File: config.mk
export PLATFORM = sky130hd
export DESIGN_NAME = pulse_dialer
export DESIGN_NICKNAME = d
export VERILOG_FILES = /design/src/rtl/pd_pkg.sv /design/src/rtl/pd_datapath.sv /design/src/rtl/pd_control.sv /design/src/rtl/pulse_dialer.sv
export SDC_FILE = /design/constraint.sdc
export NUM_CORES = 1
export LEC_CHECK = 0
export BUFFER_PORTS_ARGS = -buffer_cell sky130_fd_sc_hd__buf_2
export CORE_MARGIN = 2
export CORE_UTILIZATION = 35
export CTS_CLUSTER_SIZE = 12
export DETAILED_ROUTE_END_ITERATION = 6
export PLACE_DENSITY = 0.52
export SLEW_MARGIN = 20
export SYNTH_ARGS = -nofsm -noshare
export SYNTH_HDL_FRONTEND = slang
export SYNTH_SLANG_ARGS = --single-unit
File: constraint.sdc
create_clock -name clk -period 6.12 [get_ports clk]
set_input_delay 0.918 -clock clk [delete_from_list [all_inputs] [get_ports clk]]
set_output_delay 0.918 -clock clk [all_outputs]
set_load 0.05 [all_outputs]
File: src/rtl/pd_pkg.sv
package pd_pkg;

  typedef enum logic [2:0] {
    ST_IDLE,
    ST_BREAK,
    ST_MAKE,
    ST_GAP,
    ST_EARTH,
    ST_REST,
    ST_PAUSE
  } phase_e;

  typedef enum logic [2:0] {
    LEN_BREAK,
    LEN_MAKE,
    LEN_GAP,
    LEN_EARTH,
    LEN_REST,
    LEN_PAUSE
  } len_e;

  // strobes from control to datapath
  typedef struct packed {
    logic load;       // load interval counter with lenSel
    len_e lenSel;
    logic takeDigit;  // latch pulse count, ratio, start keytone
    logic stepPulse;  // one break/make pair finished
    logic flush;      // abandon everything
  } step_t;

endpackage

File: src/rtl/pd_datapath.sv
module pd_datapath
  import pd_pkg::*;
#(
  parameter int BRK_A   = 66,
  parameter int MAK_A   = 34,
  parameter int BRK_B   = 60,
  parameter int MAK_B   = 40,
  parameter int GAP_T   = 800,
  parameter int EARTH_T = 604,
  parameter int REST_T  = 1000,
  parameter int PAUSE_T = 2000,
  parameter int TONE_T  = 40
) (
  input  logic       clk,
  input  logic       rstN,
  input  logic       tick,
  input  step_t      ctl,
  input  logic [3:0] digitCode,
  input  logic       ratioSel,
  output logic       phaseDone,
  output logic       lastPulse,
  output logic       keyTone
);

  function automatic int maxOf(input int a, input int b);
    return (a > b) ? a : b;
  endfunction

  localparam int MAXLEN = maxOf(maxOf(maxOf(BRK_A, MAK_A), maxOf(BRK_B, MAK_B)),
                                maxOf(maxOf(GAP_T, EARTH_T), maxOf(REST_T, PAUSE_T)));
  localparam int CW = $clog2(MAXLEN + 1);
  localparam int KW = $clog2(TONE_T + 1);
  localparam int PULSE_MAX = 10;

  logic [CW-1:0] cnt;
  logic [CW-1:0] lenVal;
  logic [3:0]    pulsesLeft;
  logic [KW-1:0] toneCnt;
  logic          ratioQ;
  logic          ratioEff;

  // the ratio pin counts in the accepting cycle, then the latched copy
  assign ratioEff = ctl.takeDigit ? ratioSel : ratioQ;

  always_comb begin
    lenVal = '0;
    case (ctl.lenSel)
      LEN_BREAK: lenVal = ratioEff ? CW'(BRK_B) : CW'(BRK_A);
      LEN_MAKE:  lenVal = ratioEff ? CW'(MAK_B) : CW'(MAK_A);
      LEN_GAP:   lenVal = CW'(GAP_T);
      LEN_EARTH: lenVal = CW'(EARTH_T);
      LEN_REST:  lenVal = CW'(REST_T);
      LEN_PAUSE: lenVal = CW'(PAUSE_T);
      default:   lenVal = '0;
    endcase
  end

  always_ff @(posedge clk or negedge rstN) begin
    if (!rstN) begin
      cnt <= '0;
    end else if (ctl.flush) begin
      cnt <= '0;
    end else if (ctl.load) begin
      cnt <= lenVal;
    end else if (tick && cnt != '0) begin
      cnt <= cnt - 1'b1;
    end
  end

  assign phaseDone = tick && (cnt == CW'(1));

  always_ff @(posedge clk or negedge rstN) begin
    if (!rstN) begin
      pulsesLeft <= '0;
      ratioQ     <= 1'b0;
    end else if (ctl.flush) begin
      pulsesLeft <= '0;
    end else if (ctl.takeDigit) begin
      pulsesLeft <= (digitCode == 4'd0) ? 4'(PULSE_MAX) : digitCode;
      ratioQ     <= ratioSel;
    end else if (ctl.stepPulse && pulsesLeft != '0) begin
      pulsesLeft <= pulsesLeft - 1'b1;
    end
  end

  assign lastPulse = (pulsesLeft == 4'd1);

  always_ff @(posedge clk or negedge rstN) begin
    if (!rstN) begin
      toneCnt <= '0;
    end else if (ctl.flush) begin
      toneCnt <= '0;
    end else if (ctl.takeDigit) begin
      toneCnt <= KW'(TONE_T);
    end else if (tick && toneCnt != '0) begin
      toneCnt <= toneCnt - 1'b1;
    end
  end

  assign keyTone = (toneCnt != '0);

  // the pulse store never exceeds the ten pulses of digit zero
  p_pulses_bounded_r1: assert property (@(posedge clk) disable iff (!rstN)
    pulsesLeft <= 4'(PULSE_MAX));

  // without a tick or a load the interval counter holds
  p_hold_without_tick_r12: assert property (@(posedge clk) disable iff (!rstN)
    (!tick && !ctl.load && !ctl.flush) |=> $stable(cnt));

endmodule

File: src/rtl/pd_control.sv
module pd_control
  import pd_pkg::*;
(
  input  logic       clk,
  input  logic       rstN,
  input  logic       offHook,
  input  logic       pulseMode,
  input  logic       digitStb,
  input  logic [3:0] digitCode,
  input  logic       earthReq,
  input  logic       pauseReq,
  input  logic       phaseDone,
  input  logic       lastPulse,
  output step_t      ctl,
  output logic       lineBreak,
  output logic       mute,
  output logic       earthOut,
  output logic       busy
);

  phase_e phase, nxt;
  logic   codeOk;

  assign codeOk = (digitCode <= 4'd9);

  always_comb begin
    nxt = phase;
    ctl = '0;
    if (!offHook) begin
      nxt       = ST_IDLE;
      ctl.flush = 1'b1;
    end else begin
      case (phase)
        ST_IDLE: begin
          if (pulseMode) begin
            if (earthReq) begin
              nxt        = ST_EARTH;
              ctl.load   = 1'b1;
              ctl.lenSel = LEN_EARTH;
            end else if (digitStb && codeOk) begin
              nxt           = ST_BREAK;
              ctl.load      = 1'b1;
              ctl.lenSel    = LEN_BREAK;
              ctl.takeDigit = 1'b1;
            end else if (pauseReq) begin
              nxt        = ST_PAUSE;
              ctl.load   = 1'b1;
              ctl.lenSel = LEN_PAUSE;
            end
          end
        end
        ST_BREAK: begin
          if (phaseDone) begin
            nxt        = ST_MAKE;
            ctl.load   = 1'b1;
            ctl.lenSel = LEN_MAKE;
          end
        end
        ST_MAKE: begin
          if (phaseDone) begin
            ctl.load = 1'b1;
            if (lastPulse) begin
              nxt        = ST_GAP;
              ctl.lenSel = LEN_GAP;
            end else begin
              nxt           = ST_BREAK;
              ctl.lenSel    = LEN_BREAK;
              ctl.stepPulse = 1'b1;
            end
          end
        end
        ST_EARTH: begin
          if (phaseDone) begin
            nxt        = ST_REST;
            ctl.load   = 1'b1;
            ctl.lenSel = LEN_REST;
          end
        end
        ST_GAP, ST_REST, ST_PAUSE: begin
          if (phaseDone) nxt = ST_IDLE;
        end
        default: nxt = ST_IDLE;
      endcase
    end
  end

  always_ff @(posedge clk or negedge rstN) begin
    if (!rstN) phase <= ST_IDLE;
    else       phase <= nxt;
  end

  assign lineBreak = (phase == ST_BREAK);
  assign mute      = (phase == ST_BREAK) || (phase == ST_MAKE);
  assign earthOut  = (phase == ST_EARTH);
  assign busy      = (phase != ST_IDLE);

  // mute only ends by entering the inter-digit gap while off-hook
  p_mute_ends_in_gap_r3: assert property (@(posedge clk) disable iff (!rstN)
    ($fell(mute) && offHook) |-> (phase == ST_GAP));

  // the earth pulse is always followed by its recovery interval
  p_earth_then_rest_r5: assert property (@(posedge clk) disable iff (!rstN)
    ($fell(earthOut) && offHook) |-> (phase == ST_REST));

  // a new sequence only ever starts from idle
  p_start_from_idle_r11: assert property (@(posedge clk) disable iff (!rstN)
    $rose(busy) |-> ($past(phase) == ST_IDLE));

endmodule

File: src/rtl/pulse_dialer.sv
module pulse_dialer
  import pd_pkg::*;
#(
  parameter int BRK_A   = 66,
  parameter int MAK_A   = 34,
  parameter int BRK_B   = 60,
  parameter int MAK_B   = 40,
  parameter int GAP_T   = 800,
  parameter int EARTH_T = 604,
  parameter int REST_T  = 1000,
  parameter int PAUSE_T = 2000,
  parameter int TONE_T  = 40
) (
  input  logic       clk,
  input  logic       rstN,
  input  logic       tick,
  input  logic       offHook,
  input  logic       pulseMode,
  input  logic       ratioSel,
  input  logic       digitStb,
  input  logic [3:0] digitCode,
  input  logic       earthReq,
  input  logic       pauseReq,
  output logic       lineBreak,
  output logic       mute,
  output logic       earthOut,
  output logic       keyTone,
  output logic       busy
);

  step_t ctl;
  logic  phaseDone;
  logic  lastPulse;

  pd_control u_ctrl (
    .clk       (clk),
    .rstN      (rstN),
    .offHook   (offHook),
    .pulseMode (pulseMode),
    .digitStb  (digitStb),
    .digitCode (digitCode),
    .earthReq  (earthReq),
    .pauseReq  (pauseReq),
    .phaseDone (phaseDone),
    .lastPulse (lastPulse),
    .ctl       (ctl),
    .lineBreak (lineBreak),
    .mute      (mute),
    .earthOut  (earthOut),
    .busy      (busy)
  );

  pd_datapath #(
    .BRK_A(BRK_A), .MAK_A(MAK_A), .BRK_B(BRK_B), .MAK_B(MAK_B),
    .GAP_T(GAP_T), .EARTH_T(EARTH_T), .REST_T(REST_T),
    .PAUSE_T(PAUSE_T), .TONE_T(TONE_T)
  ) u_path (
    .clk       (clk),
    .rstN      (rstN),
    .tick      (tick),
    .ctl       (ctl),
    .digitCode (digitCode),
    .ratioSel  (ratioSel),
    .phaseDone (phaseDone),
    .lastPulse (lastPulse),
    .keyTone   (keyTone)
  );

  // on-hook returns everything to rest at the next edge
  p_onhook_idle_r8: assert property (@(posedge clk) disable iff (!rstN)
    !offHook |=> (!busy && !keyTone));

  // a keytone can only start from an idle sequencer
  p_tone_only_from_idle_r9: assert property (@(posedge clk) disable iff (!rstN)
    $rose(keyTone) |-> $past(!busy));

endmodule

; Word-level counts from Yosys, hierarchy flattened
; Index checks and enable logic that the tools add are counted.
; Widths: inputs -> output; s select.
[totals]
inputBits = 13
out_inout_bits = 5
reg_bits = 25
[classes]
n_eq_ne = 22
n_lt_le_gt_ge = 1
n_reduce_logical = 15
n_addsub = 3
mux = 41
[ops]
columns = operator, count
row1 = $pmux 11 s6, 1
row2 = $mux 4, 11
row3 = $mux 11, 3
row4 = $mux 3, 9
row5 = $mux 6, 4
row6 = $pmux 4 s4, 1
row7 = $eq 3x3->1 const B, 5
row8 = $pmux 3 s5, 1
row9 = $eq 3x2->1 const B, 4
row10 = $eq 11x1->1 const B, 1
row11 = $reduce_bool 11->1, 1
row12 = $sub 11x1->11 const B, 1
row13 = $ne 3x1->1 const B, 3
row14 = $ne 3x3->1 const B, 3
row15 = $mux 1, 7
row16 = $mux 7, 1
row17 = $eq 3x1->1 const B, 2
row18 = $logic_not 3->1, 2
row19 = $ne 3x2->1 const B, 2
row20 = $reduce_and 6->1, 1
row21 = $reduce_bool 6->1, 1
row22 = $sub 6x1->6 const B, 1
row23 = $logic_and 1x1->1, 5
row24 = $mux 5, 1
row25 = 10 further kinds, 11

; Longest topological paths before layout
[logic_depth]
word_depth = 12
mapped_depth = 9
depth_no_buf = 8

; Hierarchy
; From an unflattened synthesis, not the netlist that was laid out.
[hier_totals]
cells_unflattened = 238
area_unflattened_um2 = 2030.7
[by_module_without_submodules]
columns = module, area_per_inst_um2, seq_area_each_um2, instances, cells_per_inst
row1 = pd_datapath, 1599.0, 550.5, 1, 181
row2 = pd_control, 431.7, 75.1, 1, 57

; Least setup slack after synthesis
; Ideal clock, no wire load.
[synth_path]
path_type = input to register
start = input pauseReq
end = register u_path.cnt[3]
required_time_ns = 6.055
arrival_time_ns = 2.681
stages = 7
setup_ns = 0.065
setup_slack_ns = 3.374
cell_sequence = nor2_1 > a21boi_0 > o21ai_0 > or2_2 > buf_4 > o31ai_1 > o221a_2
[synth_between]
elab_chain_cells = 10
elab_cells_between_ends = 16
classes_between = eq/ne: 6 / mux: 9 / reduce/logical: 1
[synth_rtl]
columns = item, line_no
row1 = "start, declared", pulse_dialer.sv:23  ; input logic pauseReq,
row2 = $mux 4 *, pd_control.sv:45  ; end else if (pauseReq) begin
row3 = $mux 4 *, pd_control.sv:40  ; end else if (digitStb && codeOk) begin
row4 = $mux 4 *, pd_control.sv:36  ; if (earthReq) begin
row5 = $mux 5 *, pd_control.sv:35  ; if (pulseMode) begin
row6 = $pmux 4 s4 *, pd_control.sv:33  ; case (phase)
row7 = $mux 6 *, pd_control.sv:29  ; if (!offHook) begin
row8 = $eq 3x3->1 (tied with other cells), pd_datapath.sv:47  ; case (ctl.lenSel)
row9 = $pmux 11 s6, pd_datapath.sv:47
row10 = $mux 11, pd_datapath.sv:63  ; end else if (ctl.load) begin
row11 = $mux 11, pd_datapath.sv:61  ; end else if (ctl.flush) begin
row12 = "end signal, assigned", pd_datapath.sv:64  ; cnt <= lenVal;
row13 = "end signal, assigned", pd_datapath.sv:66  ; cnt <= cnt - 1'b1;
row14 = "end, declared", pd_datapath.sv:35  ; logic [CW-1:0] cnt;
; Mark *: on every way between the ends. The rest lies on a longest branch, timed or not.
; A chain may end at the register's enable or synchronous reset.

; Worst setup path after layout
[layout_path]
start = input digitCode[2]
end = register u_path.cnt[4]
[layout_between]
elab_chain_cells = 12
elab_cells_between_ends = 22
classes_between = order compare: 1 / eq/ne: 6 / mux: 13 / reduce/logical: 2
[layout_rtl]
columns = item, line_no
row1 = "start, declared", pulse_dialer.sv:21  ; input logic [3:0] digitCode,
row2 = $le 4x4->1 *, pd_control.sv:24  ; assign codeOk = (digitCode <= 4'd9);
row3 = $logic_and 1x1->1 *, pd_control.sv:40
row4 = $mux 1, pd_control.sv:40
row5 = $mux 1, pd_control.sv:36
row6 = $mux 5 *, pd_control.sv:35
row7 = "parallel branches: the longest is 1 deep, another holds $pmux 4 s4", --
row8 = $mux 6 *, pd_control.sv:29
row9 = $mux 1, --
row10 = $mux 7, pd_datapath.sv:48  ; LEN_BREAK: lenVal = ratioEff ? CW'(BRK_B) : CW'(BRK_A);
row11 = $pmux 11 s6, pd_datapath.sv:47
row12 = $mux 11, pd_datapath.sv:63
row13 = $mux 11, pd_datapath.sv:61
; Mark *: on every way between the ends.

==> flow_summary.ini <==
[routing]
postRouteAntennaNets = 0
routed_wl_um = 5040
viasPerCell = 5.73
drcViolationCount = 0
first_pass_iters = 4
avgRoutedWirePerCell_um = 15.8
dr.first_iter.drc_count = 61
num_vias = 1835

[timing]
finalCriticalPeriod_ns = 2.89
max_freq_mhz = 346
tightest_slew_ns = 0.649
hold_viol = 0
fin_skew_ns = 0.00213
fin_crit_sh = 0.472
rsz0062_at_grt = no
maxSlewViolCount = 0
fin_setup_tns_ns = 0
max_slew_margin = 0.561
setup_ws_ns = 3.23
holdWs_ns = 0.547
setup_viol = 0

[finish]
nNetsFinal = 270
layout-drive-gt1-share = 0.157
n_antenna_cell = 0
syn2layout_area_growth_pct = 7.72

[placed_design]
place_ws_ns = 2.95
portBuffers = 17
hpwl_um = 3810
gp_congestion = 0.884

[cts]
post_cts_buffers = 0
cts.htree.levels = 1
post_cts_resized = 0
cts_made_buffers = 3
cts_sinks = 25
cts_root_buf = clkbuf_8
cts-hold-fix-buffers = 0
cts_buffer_depth = 2
clkSlewWorstSetupHoldPaths_ns = 0.09
cts_tree = done
insertion_delay_ns = 0.27

[worst_hold_path]
worstHoldPathType = register to register
whs_path_depth = 2

[global_route]
grtUsageTotal = 0.172
grt_pass1_vias = 1758
overflow = 0
grt_pass1_wl_um = 8610
grt_max_degree = 26
grt_antenna_before_repair = 0

[floorplan]
num_io_pins = 18
die-area_um2 = 6410
fp-row-count = 27
fp.dieH_um = 80.1
die_x_um = 80.1
start_util = 0.366
fp.coreArea_um2 = 5540

[run]
cap_violations = 0

[pwr]
power.leakage_nw = 0.973
internal_power_mw = 0.495
ir_worst_vdd_mv = 0.251
finalPower_mw = 1.00
switchingPower_mw = 0.505
p_seq_frac = 0.305
power.density_nw_per_um2 = 458
sw_frac_of_total = 0.505
power_frac_comb = 0.595
power_frac_clock = 0.100

[synthesis]
synth-edff-count = 0
syn_inst = 239
syn_area_per_cell_um2 = 8.48
ys_ff_latch = 25
yosysWarningCount = 0
syn-num-nets = 260
async_flop_share = 1.00
yosys.cell_types.count = 63
netlist_area_um2 = 2030
synth_ff_type = dfrtp_1
synth_seq_area_share = 0.309

[setup_path]
critPathMaxFanout = 10
reg2reg_depth = 6
cp.required_ns = 6.28
worstSetupPathType = primary input to register
crit_arrival_ns = 3.05
cp-start-kind = primary input
cp-end-kind = register

[run_status]
outcome = finished clean
cell type report:
| cell class | count | area (µm²) |
|---|---|---|
| clock inverters | 1 | 5.00 |
| repair buffers | 17 | 85.1 |
| well taps | 72 | 90.1 |
| clock buffers | 3 | 41.3 |
| fillers | 600 | 3360 |
| inverters | 14 | 52.6 |
| multi-input cells | 188 | 1280 |
| flip-flops and latches | 25 | 626 |
registers in the layout, indices dropped and copies added, names as in the netlist:
| signal | flops |
|---|---|
| u_path.pulsesLeft | 4 |
| u_path.cnt | 11 |
| u_path.ratioQ | 1 |
| u_ctrl.phase | 3 |
| u_path.toneCnt | 6 |
placed cells by master (no fill, tap or decap), types with 4 or more instances in the layout:
cell type	instances
a211oi_1	4
a21oi_1	14
and3_1	4
buf_2	17
dfrtp_1	25
ha_1	8
inv_1	14
nand2_1	21
nand3_1	6
nor2_1	21
nor3_1	13
o21ai_0	8
o22a_1	4
o31ai_1	5
or3_1	4
xnor2_1	7
xor2_1	4
through the flow:
stage	std cells	instance area (µm²)	util
after global routing	320	2180	0.394
after detailed placement	316	2140	0.386
after floorplan	239	2030	-
after global placement	316	2140	0.386
after CTS	320	2180	0.394
final	320	2180	0.394
Yosys cell counts, types with 3 or more instances:
master | n | area [µm²]
o21a_1 | 3 | 22.5
inv_1 | 14 | 52.6
o22a_1 | 4 | 35.0
nor3_1 | 13 | 65.1
xnor2_1 | 7 | 61.3
nand2_1 | 21 | 78.8
nor4b_1 | 3 | 26.3
nand3_1 | 6 | 30.0
xor2_1 | 4 | 35.0
nor4_1 | 3 | 18.8
a21boi_0 | 3 | 22.5
a211oi_1 | 4 | 30.0
and3_1 | 4 | 25.0
buf_2 | 4 | 20.0
clkbuf_1 | 5 | 18.8
o31ai_1 | 5 | 37.5
or3_1 | 4 | 25.0
nor2_1 | 21 | 78.8
dfrtp_1 | 25 | 626
o21ai_0 | 8 | 40.0
ha_1 | 8 | 100
a21oi_1 | 14 | 70.1
or3b_2 | 3 | 26.3
worst paths after layout:
kind                            slack [ns]           endpoint              start
worst min register to register        0.55  u_path.toneCnt[4]  u_path.toneCnt[4]
max in group asynchronous             5.09  u_path.toneCnt[0]               rstN
worst max register to register        3.34      u_path.cnt[1]      u_path.cnt[5]
min in group asynchronous             0.63    u_ctrl.phase[2]               rstN
worst max-delay path                  3.23      u_path.cnt[4]       digitCode[2]
worst min-delay path                  0.55  u_path.toneCnt[4]  u_path.toneCnt[4]
per-layer routing:
metal	share of wire	GRT usage
met4	0.013	0.0492
met1	0.48	0.236
met2	0.46	0.277
met3	0.054	0.0292
met5	0	0
cell families (layout without fill, tap and decap cells):
group / count (synthesis) / in the layout / synth area share
xor gates and xnor gates: 11 / 11 / 0.0476
DFF: 25 / 25 / 0.309
AOI/OAI and AO/OA: 69 / 69 / 0.255
muxes: 2 / 2 / 0.00988
and+or+nand+nor: 98 / 98 / 0.271
adders and majority gates: 8 / 8 / 0.0494
buffers and inverters: 26 / 35 / 0.0581
power groups by stage:
stage	sequential, mW	clock [mW]	combinational (mW)
6_report	0.305	0.100	0.595
5_1_grt	0.317	0.112	0.660
4_1_cts	0.305	0.106	0.594
3_5_place_dp	0.308	0	0.590
3_3_place_gp	0.309	0	0.601
2_1_floorplan	0.269	0	0.515
worst max-delay path, stage by stage:
cell and delay [ns]:
buf_2 0.12, o21ai_1 0.46, a21boi_0 0.31, o21ai_0 0.58, or2_2 0.35, o32ai_1 0.13
o22a_1 0.19
No activity file was read; power rests on OpenSTA's default activity.
